--- src/rtl/tx_frame_timer.sv ---
module tx_frame_timer #(
  parameter int WORDS_PER_BF = 16,
  parameter int BF_PER_HF    = 256,
  parameter int HF_PER_RF    = 150,
  parameter int RFN_W        = 12,
  parameter int DATA_W       = 32,
  parameter int OFS_W        = 16,
  localparam int SEQ_W = $clog2(WORDS_PER_BF),
  localparam int BF_W  = $clog2(BF_PER_HF),
  localparam int HFN_W = $clog2(HF_PER_RF)
) (
  input  logic              clk,
  input  logic              rst_n,
  input  logic              sync_in,
  input  logic [OFS_W-1:0]  start_ofs,
  input  logic [DATA_W-1:0] aux_data,
  input  logic [DATA_W-1:0] aux_mask,
  output logic [SEQ_W-1:0]  tx_seq,
  output logic [BF_W-1:0]   tx_bf,
  output logic [HFN_W-1:0]  tx_hfn,
  output logic [RFN_W-1:0]  tx_rfn,
  output logic              tx_hf_start,
  output logic              tx_rf_start,
  output logic              tx_start,
  output logic [DATA_W-1:0] tx_word,
  output logic              tx_err
);
  localparam int SYNC_LAT = 7;
  localparam int IW = HFN_W + BF_W + SEQ_W;

  logic       sync_q, pend;
  logic [2:0] lat_cnt;

  wire seq_last  = tx_seq == SEQ_W'(WORDS_PER_BF - 1);
  wire bf_last   = tx_bf  == BF_W'(BF_PER_HF - 1);
  wire hfn_last  = tx_hfn == HFN_W'(HF_PER_RF - 1);
  wire sync_edge = sync_in & ~sync_q;
  wire fire      = pend && lat_cnt == 3'(SYNC_LAT - 1) && !sync_edge;
  wire comma     = tx_bf == '0 && tx_hfn == '0;

  wire [31:0] bf_pos = 32'(tx_hfn) * 32'(BF_PER_HF) + 32'(tx_bf);
  wire [DATA_W-1:0] int_word   = {{(DATA_W-IW){1'b0}}, tx_hfn, tx_bf, tx_seq};
  wire [DATA_W-1:0] comma_word = {{(DATA_W-8){1'b0}}, 8'hBC};

  assign tx_hf_start = tx_seq == '0 && tx_bf == '0;
  assign tx_rf_start = tx_hf_start && tx_hfn == '0;
  assign tx_start    = bf_pos == 32'(start_ofs);
  assign tx_word     = comma ? comma_word : ((int_word & ~aux_mask) | (aux_data & aux_mask));

  always_ff @(posedge clk or negedge rst_n) begin
    if (!rst_n) begin
      sync_q  <= 1'b0;
      pend    <= 1'b0;
      lat_cnt <= '0;
      tx_seq  <= '0;
      tx_bf   <= '0;
      tx_hfn  <= '0;
      tx_rfn  <= '0;
      tx_err  <= 1'b0;
    end else begin
      sync_q <= sync_in;
      tx_err <= comma && (|aux_mask);

      if (sync_edge) begin
        pend    <= 1'b1;
        lat_cnt <= '0;
      end else if (fire) begin
        pend <= 1'b0;
      end else if (pend) begin
        lat_cnt <= lat_cnt + 3'd1;
      end

      if (fire) begin
        tx_seq <= '0;
        tx_bf  <= '0;
        tx_hfn <= '0;
        tx_rfn <= tx_rfn + 1'b1;
      end else begin
        tx_seq <= seq_last ? '0 : tx_seq + 1'b1;
        if (seq_last) begin
          tx_bf <= bf_last ? '0 : tx_bf + 1'b1;
          if (bf_last) begin
            tx_hfn <= hfn_last ? '0 : tx_hfn + 1'b1;
            if (hfn_last) tx_rfn <= tx_rfn + 1'b1;
          end
        end
      end
    end
  end
endmodule

--- config.mk ---
export PLATFORM = sky130hd
export DESIGN_NAME = tx_frame_timer
export DESIGN_NICKNAME = d
export VERILOG_FILES = /design/src/rtl/tx_frame_timer.sv
export SDC_FILE = /design/constraint.sdc
export NUM_CORES = 1
export LEC_CHECK = 0
export BUFFER_PORTS_ARGS = -buffer_cell sky130_fd_sc_hd__buf_4
export CAP_MARGIN = 20
export CORE_MARGIN = 10
export CORE_UTILIZATION = 25
export CTS_CLUSTER_SIZE = 28
export DETAILED_ROUTE_END_ITERATION = 10
export PLACE_DENSITY = 0.54
export SLEW_MARGIN = 0
export SYNTH_ARGS = -nofsm -noshare
export SYNTH_HDL_FRONTEND = slang
export SYNTH_SLANG_ARGS = --single-unit
--- constraint.sdc ---
create_clock -name clk -period 2.3 [get_ports clk]
set_input_delay 0.23 -clock clk [delete_from_list [all_inputs] [get_ports clk]]
set_output_delay 0.23 -clock clk [all_outputs]
set_load 0.01 [all_outputs]
# After elaboration in Yosys (flattened, before gate mapping)
# Cells that the tools add are included.
dict set report classes {
  n_addsub 6
  eq_ne 6
  n_mux 19
  bitwise 6
  n_reduce_logical 19
}
# op count
set op_table {}
lappend op_table {{$mux 8} 7}
lappend op_table {{$mux 12} 4}
lappend op_table {{$and 20x32->32} 1}
lappend op_table {{$and 32x32->32} 1}
lappend op_table {{$mux 32} 1}
lappend op_table {{$not 32->32} 1}
lappend op_table {{$or 32x32->32} 1}
lappend op_table {{$reduce_or 32->1} 1}
lappend op_table {{$add 16x8->17} 1}
lappend op_table {{$eq 17x16->1} 1}
lappend op_table {{$add 8x1->8 const B} 2}
lappend op_table {{$eq 8x8->1 const B} 2}
lappend op_table {{$logic_not 8->1} 2}
lappend op_table {{$add 12x1->12 const B} 1}
lappend op_table {{$reduce_bool 2->1} 5}
lappend op_table {{$mux 3} 3}
lappend op_table {{$mux 4} 2}
lappend op_table {{$logic_and 1x1->1} 6}
lappend op_table {{$add 4x1->4 const B} 1}
lappend op_table {{$eq 4x4->1 const B} 1}
lappend op_table {{$logic_not 4->1} 1}
lappend op_table {{$reduce_and 2->1} 2}
lappend op_table {{$add 3x1->3 const B} 1}
lappend op_table {{$eq 3x3->1 const B} 1}
lappend op_table {{6 further kinds} 7}
dict set report totals {
  reg_bits 38
  out_inout_bits 68
}

# Logic depth before layout (Yosys ltp)
dict set report logic_depth {
  depth_word 6
  ltp_mapped 8
  mapped_depth_nobuf 7
}

# Least setup slack after synthesis
# OpenSTA, ideal clock, no wires.
dict set report synth_path {
  path_kind {register to output}
  from {reg tx_bf[0]}
  to {out tx_rf_start}
  arrival_ns 1.856
  path_slack_ns 0.214
  stages_incl_launch_ff 7
  cell_sequence {dfrtp_1 inv_1 ha_1 nor4b_1 nand2_1 nor4b_1 nor2b_1}
}
dict set report synth_between {
  elab_chain_cells 3
}
# item line
set synth_rtl {}
lappend synth_rtl {{from (decl)} 19} ;# output logic [BF_W-1:0] tx_bf,
lappend synth_rtl {{from (signal assigned)} 81} ;# tx_bf <= bf_last ? '0 : tx_bf + 1'b1;
lappend synth_rtl {{$logic_not 8->1} 45} ;# assign tx_hf_start = tx_seq == '0 && tx_bf == '0;
lappend synth_rtl {{$logic_and 1x1->1} 45}
lappend synth_rtl {{via tx_hf_start} 22} ;# output logic tx_hf_start,
lappend synth_rtl {{$logic_and 1x1->1} 46} ;# assign tx_rf_start = tx_hf_start && tx_hfn == '0;
lappend synth_rtl {{to (decl)} 23} ;# output logic tx_rf_start,
# The timed path passes the listed nets, and every way through them passes these cells.

# Worst setup path after layout
dict set report layout_path {
  from {reg tx_hfn[3]}
  to {out tx_word[11]}
}
dict set report layout_between {
  elab_chain_cells 3
}
# item line
set layout_rtl {}
lappend layout_rtl {{from (decl)} 20} ;# output logic [HFN_W-1:0] tx_hfn,
lappend layout_rtl {{from (signal assigned)} 83} ;# tx_hfn <= hfn_last ? '0 : tx_hfn + 1'b1;
lappend layout_rtl {{$logic_not 8->1} 39} ;# wire comma = tx_bf == '0 && tx_hfn == '0;
lappend layout_rtl {{$logic_and 1x1->1} 39}
lappend layout_rtl {{$mux 32} 48} ;# assign tx_word = comma ? comma_word : ((int_word & ~aux_mask) | (aux_data & aux_mask));
lappend layout_rtl {{to (decl)} 25} ;# output logic [DATA_W-1:0] tx_word,
# Every way passes these cells.

==> results_dict.tcl <==
set metrics [dict create \
    critPathKind "flip-flop to primary output" \
    r2r_start "tx_seq[0]" \
    synth_flop_cell "dfrtp_1" \
    die-area_mm2 0.01476 \
    ys_seq_area_share_pct 36.93 \
    syn_nets 391 \
    gp_congestion 0.9447 \
    reg2reg_to "tx_hfn[3]" \
    hold_path.class "primary input to flip-flop" \
    grt_usage_pct 14.41 \
    gr-max-usage-layer "met2" \
    fin_crit_sh_pct 95.54 \
    worst_hold_slack_ns 0.05020 \
    antenna_found_initial 0 \
    ys_ff_latch 38 \
    grt_pass1_vias 2871 \
    netlist_area_mm2 0.002575 \
    period_needed_ns 2.197 \
    use_met2_pct 25.54 \
    n_antenna_cell 0 \
    skew_ns 0.01070 \
    wl_um 11650 \
    finalHoldViolations 0 \
    leakagePower_nw 2.053 \
    worstPathArrival_ns 1.97 \
    synth_area_leaders "dfrtp_1 (37%), xnor2_1 (9.2%), mux2i_1 (7.4%)" \
    powerDensity_mw_per_mm2 914.5 \
    grt_util_met1_pct 16.72 \
    post_drt_wl_per_cell_um 19.51 \
    maxSlewHeadroom_pct 63.44 \
    drc 0 \
    root_buffer "clkbuf_8" \
    yosysUniqueCellTypes 36 \
    synth.largest_area_cell "dfrtp_1" \
    dp_hpwl_um 9495 \
    hp-start "sync_in" \
    clkLatencyLatePin_ns 0.29 \
    place_ws_ns 0.2485 \
    cp_max_fo 10 \
    start_util_pct 25.98 \
    ant_nets 0 \
    first_pass_iters 4 \
    worst_slew_pin_slew_ns 0.5483 \
    status "complete, no violations" \
    cts_buffers 5 \
    core_mm2 0.009910 \
    area_delta_synth_final_pct 60.40 \
    max_cap_viol_count 0 \
    vias_per_cell 4.809 \
    grt_pass1_wl_um 16860 \
    rows 36 \
    fp.dieH_um 121.5 \
    fin_util_pct 41.68 \
    cts_tree "built" \
    drive_above_1_share_pct 41.38 \
    async_flop_share_pct 100.0 \
    synth_edf_count 0 \
    r2r_cells 6 \
    reg2reg_setup_slack_ns 0.31 \
    cts.sinks 38 \
    netlist_top_cells_count "nor2_1 (46), dfrtp_1 (38), xnor2_1 (27), nand2_1 (24), mux2i_1 (19)" \
    htreeDepth 2 \
    cts_setup_buffers 0 \
    grt_max_degree 39 \
    end_kind "primary output" \
    path_clk_slew_ns 0.08 \
    globalRouteMet3Util_pct 4.793 \
    pin_count 151 \
    finalNetCount 556 \
    die_width_um 121.5 \
    required_ns 2.07 \
    overflow 0 \
    startpoint_type "flip-flop" \
    min_to "sync_q" \
    rsz0062_at_grt "no" \
    yosysTopAreaCellShare_pct 36.93 \
    synth_warnings 0 \
    synth.most_common_cell "nor2_1" \
    cts_buffer_depth 2 \
    vias 2871 \
    synth.avg_cell_area_um2 8.641 \
    worstHoldPathCells 1 \
    io_buffers 150 \
    ir_drop_mv 0.4103 \
    maxSlewViolCount 0 \
    finalSetupViolCount 0 \
    postSynthCellCount 298 \
    max_freq_ghz 0.4551 \
    drt-initial-drc-count 112 \
    finalSetupTns_ns 0 \
    finalWorstSetupSlack_ns 0.1026 \
]
-- cell type report --
cell class                 count  area (um2)
sequential                    38       953.4
timing repair buffer         172        1297
inverter                       7       26.28
clock buffer                   7       86.33
fill                        1015        5779
tap                          133       166.4
multi-input combinational    239        1595
clock inverter                 1       5.005
-- flip-flops by register name, summed over array words and instances (netlist names) --
signal   flops
tx_rfn      12
tx_bf        8
tx_hfn       8
tx_seq       4
lat_cnt      3
pend         1
sync_q       1
tx_err       1
-- timing repair --
| action | in CTS | in global routing |
|---|---|---|
| gates cloned | 0 | 1 |
| gates resized for setup | 2 | 14 |
| pin swaps | 0 | 2 |
| endpoints found under the hold margin | 38 | 0 |
| setup endpoints to repair | 24 | 24 |
| hold buffers | 1 | 0 |
-- cells in the final DEF, fill, tap and decap left out, types with 12 or more instances in the layout --
master     n
nor2_1    45
o21ai_0   12
nand2_1   23
nand4_1   13
nand3_1   17
and3_1    14
dfrtp_1   36
buf_4    170
mux2i_1   19
xnor2_1   27
-- power by group --
| part | switching, mW | total (mW) | internal, mW |
|---|---|---|---|
| registers | 0.236 | 1.08 | 0.845 |
| logic | 1.14 | 2.22 | 1.08 |
| clock network | 0.232 | 0.474 | 0.242 |
-- worst max-delay path, stage by stage, from the launching register on --
cell,delay [ns]
dfrtp_1,0.52
nor3_1,0.39
nand2_1,0.19
nor2_4,0.17
buf_4,0.19
nor2_1,0.07
buf_4,0.14
-- stage by stage --
stage          power (mW)  std cells  cell area [um2]
6_report            3.777        597             4130
5_1_grt             4.045        597             4130
4_1_cts             3.688        596             4069
3_5_place_dp        3.181        587             3955
3_3_place_gp        3.163        587             3955
2_1_floorplan       2.030        298             2575
-- worst max path at each step --
stage / endpoint / from / slack, ns
finish: tx_word[11] / tx_hfn[3] / 0.10
global route: tx_rf_start / tx_bf[0] / 0.003
CTS: tx_rf_start / tx_bf[0] / 0.06
detailed placement: tx_rf_start / tx_bf[0] / 0.25
global placement: tx_hfn[3] / tx_seq[0] / 0.35
floorplan: tx_rf_start / tx_bf[0] / 0.21
-- routing by layer --
metal  wire [um]  up-vias
li1            -     1375
met1        4902     1355
met2        5616      131
met3        1042       10
met4          83        0
met5           0        -
-- cell families (layout without fill, tap and decap cells) --
logic type,Yosys count,after routing,share of synthesized area (%)
simple gates,147,147,29.20
mux,19,19,7.386
flops,38,38,36.93
compound gates,29,29,6.609
fa+ha+maj,10,10,4.859
xor+xnor,34,34,11.56
buf+inv,21,187,3.450
(Power assumes the default switching activity.)
